==> config.mk <==
export PLATFORM = sky130hd
export DESIGN_NAME = irq_state_ctrl
export DESIGN_NICKNAME = d
export VERILOG_FILES = /design/src/rtl/irq_pkg.sv /design/src/rtl/irq_edge_det.sv /design/src/rtl/irq_src_state.sv /design/src/rtl/irq_prio_arb.sv /design/src/rtl/irq_state_ctrl.sv
export SDC_FILE = /design/constraint.sdc
export NUM_CORES = 1
export LEC_CHECK = 0
export BUFFER_PORTS_ARGS = -buffer_cell sky130_fd_sc_hd__buf_2
export CORE_ASPECT_RATIO = 0.8
export CORE_MARGIN = 2
export CORE_UTILIZATION = 35
export DETAILED_ROUTE_END_ITERATION = 7
export PLACE_DENSITY_LB_ADDON = 0.2
export SETUP_SLACK_MARGIN = 0.2
export SLEW_MARGIN = 20
export SYNTH_ARGS = -nofsm -noshare
export SYNTH_HDL_FRONTEND = slang
export SYNTH_SLANG_ARGS = --single-unit
==> constraint.sdc <==
create_clock -name clk -period 13.46 [get_ports clk]
set_input_delay 2.019 -clock clk [delete_from_list [all_inputs] [get_ports clk]]
set_output_delay 2.019 -clock clk [all_outputs]
set_load 0.02 [all_outputs]
==> src/rtl/irq_pkg.sv <==
package irq_pkg;
  // {active, pending}
  typedef enum logic [1:0] {
    ST_IDLE     = 2'b00,
    ST_PEND     = 2'b01,
    ST_ACT      = 2'b10,
    ST_ACT_PEND = 2'b11
  } irq_state_e;
endpackage

==> src/rtl/irq_edge_det.sv <==
module irq_edge_det (
  input  logic clk,
  input  logic rst_n,
  input  logic line_in,
  output logic rise_out
);
  logic prev_q;

  always_ff @(posedge clk or negedge rst_n) begin
    if (!rst_n) prev_q <= 1'b0;
    else        prev_q <= line_in;
  end

  assign rise_out = line_in & ~prev_q;
endmodule

==> src/rtl/irq_src_state.sv <==
module irq_src_state
  import irq_pkg::*;
(
  input  logic clk,
  input  logic rst_n,
  input  logic line_in,
  input  logic pulse_mode,
  input  logic rise_in,
  input  logic enter_hit,
  input  logic ret_hit,
  output logic pend,
  output logic act
);
  irq_state_e st_q, st_d;
  logic nxt_act, nxt_pend;

  assign act  = st_q[1];
  assign pend = st_q[0];

  always_comb begin
    nxt_act  = act;
    nxt_pend = pend;
    if (enter_hit) begin
      nxt_act  = 1'b1;
      nxt_pend = 1'b0;
    end
    if (ret_hit) begin
      nxt_act = 1'b0;
      if (!pulse_mode) nxt_pend = line_in;
    end
    if (pulse_mode) begin
      if (rise_in) nxt_pend = 1'b1;
    end else if (!act && !enter_hit && line_in) begin
      nxt_pend = 1'b1;
    end
    st_d = irq_state_e'({nxt_act, nxt_pend});
  end

  always_ff @(posedge clk or negedge rst_n) begin
    if (!rst_n) st_q <= ST_IDLE;
    else        st_q <= st_d;
  end


  enter_makes_active_chk: assert property (@(posedge clk) disable iff (!rst_n)
    enter_hit |=> act);


  level_return_sample_chk: assert property (@(posedge clk) disable iff (!rst_n)
    (ret_hit && !pulse_mode) |=> (!act && (pend == $past(line_in))));


  pulse_during_handler_chk: assert property (@(posedge clk) disable iff (!rst_n)
    (act && !ret_hit && pulse_mode && rise_in) |=> (st_q == ST_ACT_PEND));


  pulse_quiet_return_chk: assert property (@(posedge clk) disable iff (!rst_n)
    (ret_hit && pulse_mode && !pend && !rise_in) |=> (st_q == ST_IDLE));
endmodule

==> src/rtl/irq_prio_arb.sv <==
module irq_prio_arb #(
  parameter int NUM_SRC = 8,
  parameter int PRIO_W  = 3,
  parameter int ID_W    = 3
) (
  input  logic [NUM_SRC-1:0]        pend_vec,
  input  logic [NUM_SRC*PRIO_W-1:0] prio_flat,
  output logic [ID_W-1:0]           win_id,
  output logic                      win_any
);
  logic [PRIO_W-1:0] best;

  always_comb begin
    win_id  = '0;
    win_any = 1'b0;
    best    = '1;
    for (int i = 0; i < NUM_SRC; i++) begin
      if (pend_vec[i] && (!win_any || (prio_flat[i*PRIO_W +: PRIO_W] < best))) begin
        win_any = 1'b1;
        best    = prio_flat[i*PRIO_W +: PRIO_W];
        win_id  = ID_W'(i);
      end
    end
  end
endmodule

==> src/rtl/irq_state_ctrl.sv <==
module irq_state_ctrl #(
  parameter int NUM_SRC = 8,
  parameter int PRIO_W  = 3,
  localparam int ID_W   = (NUM_SRC > 1) ? $clog2(NUM_SRC) : 1
) (
  input  logic                      clk,
  input  logic                      rst_n,
  input  logic [NUM_SRC-1:0]        irq_line,
  input  logic [NUM_SRC-1:0]        src_is_pulse,
  input  logic [NUM_SRC*PRIO_W-1:0] prio_cfg,
  input  logic                      enter_strb,
  input  logic                      return_strb,
  output logic [ID_W-1:0]           sel_id,
  output logic                      req_valid,
  output logic [NUM_SRC-1:0]        src_pend,
  output logic [NUM_SRC-1:0]        src_act
);
  logic [NUM_SRC-1:0] rise_vec, enter_hit, ret_hit;
  logic [ID_W-1:0]    win_id, sel_q, sel_d;
  logic               win_any, valid_q, valid_d, enter_ok, any_act;

  assign enter_ok = enter_strb & valid_q;
  assign any_act  = |src_act;

  for (genvar g = 0; g < NUM_SRC; g++) begin : g_src
    irq_edge_det u_edge (
      .clk      (clk),
      .rst_n    (rst_n),
      .line_in  (irq_line[g]),
      .rise_out (rise_vec[g])
    );

    assign enter_hit[g] = enter_ok && (sel_q == ID_W'(g));
    assign ret_hit[g]   = return_strb && src_act[g];

    irq_src_state u_state (
      .clk        (clk),
      .rst_n      (rst_n),
      .line_in    (irq_line[g]),
      .pulse_mode (src_is_pulse[g]),
      .rise_in    (rise_vec[g]),
      .enter_hit  (enter_hit[g]),
      .ret_hit    (ret_hit[g]),
      .pend       (src_pend[g]),
      .act        (src_act[g])
    );
  end

  irq_prio_arb #(
    .NUM_SRC (NUM_SRC),
    .PRIO_W  (PRIO_W),
    .ID_W    (ID_W)
  ) u_arb (
    .pend_vec  (src_pend),
    .prio_flat (prio_cfg),
    .win_id    (win_id),
    .win_any   (win_any)
  );

  always_comb begin
    valid_d = valid_q;
    sel_d   = sel_q;
    if (enter_ok) begin
      valid_d = 1'b0;
    end else if (!valid_q && !any_act && win_any) begin
      valid_d = 1'b1;
      sel_d   = win_id;
    end
  end

  always_ff @(posedge clk or negedge rst_n) begin
    if (!rst_n) begin
      valid_q <= 1'b0;
      sel_q   <= '0;
    end else begin
      valid_q <= valid_d;
      sel_q   <= sel_d;
    end
  end

  assign req_valid = valid_q;
  assign sel_id    = sel_q;


  single_active_chk: assert property (@(posedge clk) disable iff (!rst_n)
    $countones(src_act) <= 1);


  offer_consistent_chk: assert property (@(posedge clk) disable iff (!rst_n)
    req_valid |-> (!any_act && src_pend[sel_id]));


  offer_hold_chk: assert property (@(posedge clk) disable iff (!rst_n)
    (req_valid && !enter_strb) |=> (req_valid && $stable(sel_id)));


  stray_enter_chk: assert property (@(posedge clk) disable iff (!rst_n)
    (enter_strb && !req_valid && !any_act) |=> !any_act);

  for (genvar p = 0; p < NUM_SRC; p++) begin : g_prio_chk

    winner_most_urgent_chk: assert property (@(posedge clk) disable iff (!rst_n)
      ($rose(req_valid) && $past(src_pend[p]))
        |-> (prio_cfg[sel_id*PRIO_W +: PRIO_W] <= prio_cfg[p*PRIO_W +: PRIO_W]));
  end
endmodule

# --- Yosys cells after proc, flatten, opt, wreduce, memory -nomap -nowiden ---
# Cells that the tools add are included.
word_totals:
  register_bits: 28
  out_inout_bits: 20
classes:
  n_mux: 88
  n_reduce_logical: 85
  order_cmp: 7
  n_bitwise: 18
  n_eq_ne: 7
ops:
  columns: ["cell", "count"]
  rows:
  - ["$mux 1", 75]
  - ["$logic_and 1x1->1", 41]
  - ["$mux 3", 11]
  - ["$logic_not 1->1", 25]
  - ["$lt 3x3->1", 7]
  - ["$reduce_bool 2->1", 9]
  - ["$eq 3x3->1 const B", 4]
  - ["$and 1x1->1", 9]
  - ["$not 1->1", 9]
  - ["$reduce_or 8->1", 1]
  - ["$logic_or 1x1->1", 7]
  - ["$eq 3x2->1 const B", 2]
  - ["$mux 2", 2]
  - ["$eq 3x1->1 const B", 1]
  - ["$logic_not 3->1", 1]
  - ["$reduce_and 2->1", 1]

# --- Depth between registers and ports, before layout ---
depth:
  depth_word: 32
  depth_mapped: 44
  ltp_nobuf: 43

# --- Modules after synthesis ---
# A second synthesis with hierarchy kept.
hier_totals:
  cells_unflattened: 275
  area_unflattened_um2: 2403.6
modules_own_cells:
  columns: ["module", "cells_each", "seq_area_each_um2", "area_per_inst_um2", "n_inst"]
  rows:
  - ["irq_prio_arb", 146, 0.0, 1078.5, 1]
  - ["irq_src_state", 10, 50.0, 92.6, 8]
  - ["irq_edge_det", 2, 25.0, 38.8, 8]
  - ["irq_state_ctrl", 33, 100.1, 274.0, 1]

# --- Worst setup path after synthesis ---
# No wires, ideal clock.
synth_timing:
  kind: "input-to-reg"
  from: "in prio_cfg[2]"
  to: "reg sel_q[0], in the netlist sel_id[0]"
  required_ns: 13.356
  path_stages: 42
  arrival_time_ns: 9.741
  path_buffers: 0
  setup_ns: 0.104
  slack_ns: 3.615
  cell_sequence: "and2b_2 o21bai_1 ha_1 o21a_1 or2b_2 a31oi_1 o21a_1 mux2i_1 inv_1 ha_1 nand3_1 o211ai_1 a21o_2 mux2_2 inv_1 ha_1 a21oi_1 o31ai_1 [... 6 more ...] a2111oi_2 a211oi_1 a211o_2 a21o_1 nand2_1 ha_1 a21oi_1 o211a_1 nand3_1 a31o_1 and2_4 a31o_1 ha_1 nor4_1 nor2b_1 o21ai_0 a31oi_1 a221oi_1"
synth_via:
  elab_chain_len: 31
  word_cells_on_any_way: 50
  classes_between: "order compare (7); mux (21); reduce/logical (22)"
synth_lines:
  columns: ["item", "line_no", "source"]
  rows:
  - ["from (decl)", "irq_state_ctrl.sv:10", "input logic [NUM_SRC*PRIO_W-1:0] prio_cfg,"]
  - ["$mux 3 (*)", "irq_prio_arb.sv:18", "if (pend_vec[i] && (!win_any || (prio_flat[i*PRIO_W +: PRIO_W] < best))) begin"]
  - ["$lt 3x3->1", "irq_prio_arb.sv:18", null]
  - ["$logic_or 1x1->1", "irq_prio_arb.sv:18", null]
  - ["$logic_and 1x1->1", "irq_prio_arb.sv:18", null]
  - ["$mux 3 or $mux 1 (tied branches)", "irq_prio_arb.sv:18", null]
  - ["$lt 3x3->1 or $logic_not 1->1 (tied branches)", "irq_prio_arb.sv:18", null]
  - ["$logic_or 1x1->1", "irq_prio_arb.sv:18", null]
  - ["$logic_and 1x1->1", "irq_prio_arb.sv:18", null]
  - ["[... 15 more ...]", null, null]
  - ["$logic_and 1x1->1", "irq_prio_arb.sv:18", null]
  - ["$mux 3 or $mux 1 (tied branches)", "irq_prio_arb.sv:18", null]
  - ["$lt 3x3->1 or $logic_not 1->1 (tied branches)", "irq_prio_arb.sv:18", null]
  - ["$logic_or 1x1->1", "irq_prio_arb.sv:18", null]
  - ["$logic_and 1x1->1", "irq_prio_arb.sv:18", null]
  - ["$mux 1", "irq_prio_arb.sv:18", null]
  - ["$logic_and 1x1->1", "irq_state_ctrl.sv:65", "end else if (!valid_q && !any_act && win_any) begin"]
  - ["$reduce_and 2->1 (no source line)", null, null]
  - ["to (signal assigned)", "irq_state_ctrl.sv:77", "sel_q <= sel_d;"]
  - ["to (decl)", "irq_state_ctrl.sv:19", "logic [ID_W-1:0] win_id, sel_q, sel_d;"]
# Every way passes the cells marked *; elsewhere a longest branch is shown, timed or not.
# A chain may end at the register's enable or synchronous reset.

# --- Worst setup path after layout ---
# Ends and elaborated chain as after synthesis.

==> out/metrics.cfg <==
[placement]
place_area_um2 = 2745
dp.cells = 425
numPortBuffers = 63
post-place-ws_ns = 2.550
dp_hpwl_mm = 5.148
gp_congestion = 0.8663

[clock_network]
hold_buffers = 0
cts_root_buf = clkbuf_8
cts.sink_count = 28
clock_path_buffers = 2
cts_tree = done
worstSkewPairLatency_ns = 0.27
cts_buffers = 3
cts_resized = 0
clkSlewWorstSetupHoldPaths_ns = 0.09
cts_setup_buffers = 0
ctsHtreeMaxLevel = 1

[flow_run]
maxCapViolations = 0

[die]
fp.coreArea_um2 = 6892
ios = 64
die_area_um2 = 7839
rows = 27
die_w_um = 98.49
die_h_um = 79.59
initial_core_util_pct = 36.27

[global_route]
grt_max_degree = 29
overflow = 0
grtUsageTotal_pct = 16.22
grt_pass1_vias = 2181
grt_pass1_wl_mm = 10.61
antenna_found_initial = 0

[cells_and_area]
utilization_pct = 40.63
drive_gt1_share_pct = 26.90
seqCellArea_um2 = 700.7
nets = 395
instances_no_fill = 429
final.fill_count = 751
multi_input_area_um2 = 1579
area_growth_pct = 12.01
n_antenna_cell = 0
final_area_um2 = 2800

[setup_path]
worstSetupPathType = input port to register
cp.arrival_ns = 10.82
ff2ff_setup_slack_ns = 4.01
crit_slowest_cell = nor4_1
critPathMostFrequentCell = ha_1
cp.required_ns = 13.63
max_stage_delay_ns = 0.45
r2r_end = sel_id[0]
timing.rr.start = g_src[0].u_state.st_q[0]
r2r_cells = 42
cp-start-kind = input port
worst-path-max-fanout = 7
critPathCaptureType = register

[yosys]
synth.distinct_cells = 61
syn_avg_cell_area_um2 = 8.417
synthesis.area_um2 = 2500
synth-edff-count = 0
syn_nets = 349
synth_warnings = 0
yosys_most_used_dff = dfrtp_1
synthArstFlopShare_pct = 100.0
syn_inst = 297
ys_seq_elements = 28
yosysSeqAreaShare_pct = 28.03

[power]
p_per_area_nw_per_um2 = 157.5
p_leak_nw = 1.250
ir_worst_vdd_uv = 103.2
finalPower_mw = 0.4411

[detailed_routing]
via_per_inst = 5.452
antenna_left = 0
drtIter0Drc = 102
drc = 0
finalWirelength_mm = 6.331
post_drt_wl_per_cell_um = 14.76
dr.pass1.iters = 4
vias = 2339

[timing]
period_share_pct = 79.16
rsz0062_at_grt = no
fmax_mhz = 93.85
finalSetupViolCount = 0
hold_violations = 0
fin_setup_tns_ns = 0
report.final.slew_viol_count = 0
setup_ws_ns = 2.805
tightest_slew_ns = 0.6708
layout_min_cycle_time_ns = 10.66
hold_ws_ns = 0.5491
maxSlewHeadroom_pct = 54.86
fin_worst_skew_ns = 0.005219

[status]
outcome = finished, final reports clean

[min_path]
hp-start = g_src[1].u_state.st_q[1]
worstHoldPathCells = 1
hold_class = register to register
hold_end = g_src[1].u_state.st_q[1]

synth_stat cells, types with 5 or more instances:
cell,n,area [µm²]
ha_1,8,100.1
mux2i_1,14,140.1
nand2_1,33,123.9
nor2b_1,6,37.54
buf_4,17,127.6
nand3_1,12,60.06
nor3_1,5,25.02
a21oi_1,15,75.07
o211ai_1,8,60.06
a31oi_1,11,68.82
dfrtp_1,28,700.7
inv_1,11,41.29
o21ai_0,10,50.05
nor2_1,30,112.6
nand2b_1,9,56.30
routing by layer:
| metal | vias to the layer above | GRT usage (%) | part of all wire (%) |
|---|---|---|---|
| met5 | - | 0 | 0 |
| met4 | 0 | 0.8219 | 0 |
| met3 | 0 | 2.715 | 5.2 |
| met2 | 61 | 26.87 | 44 |
| met1 | 1088 | 23.35 | 50 |
| li1 | 1190 | - | - |
critical path, delay by kind of cell:
family,cells,cell delay (ns)
AO/OA/AOI/OAI,22,4.65
AND/OR/NAND/NOR,9,1.70
adder cells (fa/ha/maj),6,1.44
multiplexers,3,0.77
buffers and inverters,3,0.24
power breakdown:
part | internal, mW | total (mW) | switching [mW]
Clock | 0.0262 | 0.0516 | 0.0255
Sequential | 0.0992 | 0.124 | 0.0245
Combinational | 0.114 | 0.266 | 0.152
Total | 0.239 | 0.441 | 0.202
sequential cells by signal, summed over array words and instances, names as in the netlist:
signal	count
sel_id	3
g_src.u_state.st_q	16
req_valid	1
g_src.u_edge.prev_q	8
cell type report:
type | count | area share, %
Sequential cell | 28 | 25.02
Clock buffer | 4 | 1.966
Tap cell | 87 | 3.887
Timing Repair Buffer | 63 | 11.26
Inverter | 11 | 1.475
Multi-Input combinational cell | 236 | 56.39
worst max path at each step:
| stage | start | endpoint | slack [ns] | depth (start not counted) |
|---|---|---|---|---|
| floorplan | prio_cfg[2] | sel_id[0] | 3.62 | 42 |
| global placement | prio_cfg[2] | sel_id[0] | 2.59 | 43 |
| detailed placement | prio_cfg[2] | sel_id[0] | 2.55 | 43 |
| CTS | prio_cfg[2] | sel_id[0] | 2.78 | 43 |
| global route | prio_cfg[2] | sel_id[0] | 1.93 | 43 |
| finish | prio_cfg[2] | sel_id[0] | 2.80 | 43 |
cells by family (layout without fill, tap and decap cells):
logic type      after synthesis  in the layout  share of synthesized area [%]
fa+ha+maj                     8              8                          4.004
buf+inv                      33             78                          8.808
flops                        28             28                          28.03
compound gates               93             93                          28.58
simple gates                119            119                          23.92
mux                          16             16                          6.656
cell usage in the layout (no fill, tap or decap), types with 3 or more instances in the layout:
cell	synthesis	layout
nor2b_1	6	6
nand3_1	12	12
o21a_1	4	4
a31oi_1	11	11
buf_2	0	63
nand2b_1	9	9
nor4_1	3	3
mux2i_1	14	14
dfrtp_1	28	28
a221oi_1	3	3
clkbuf_8	1	4
o21ai_0	10	10
a211oi_1	4	4
ha_1	8	8
a211o_1	4	4
nand3b_1	4	4
inv_1	11	11
a21oi_1	15	15
nand2_1	33	33
o211ai_1	8	8
o22ai_1	3	3
nor2_1	30	30
a2111oi_0	3	3
nor3_1	5	5
and2b_2	3	3
Power figures use the tool's default switching activity.
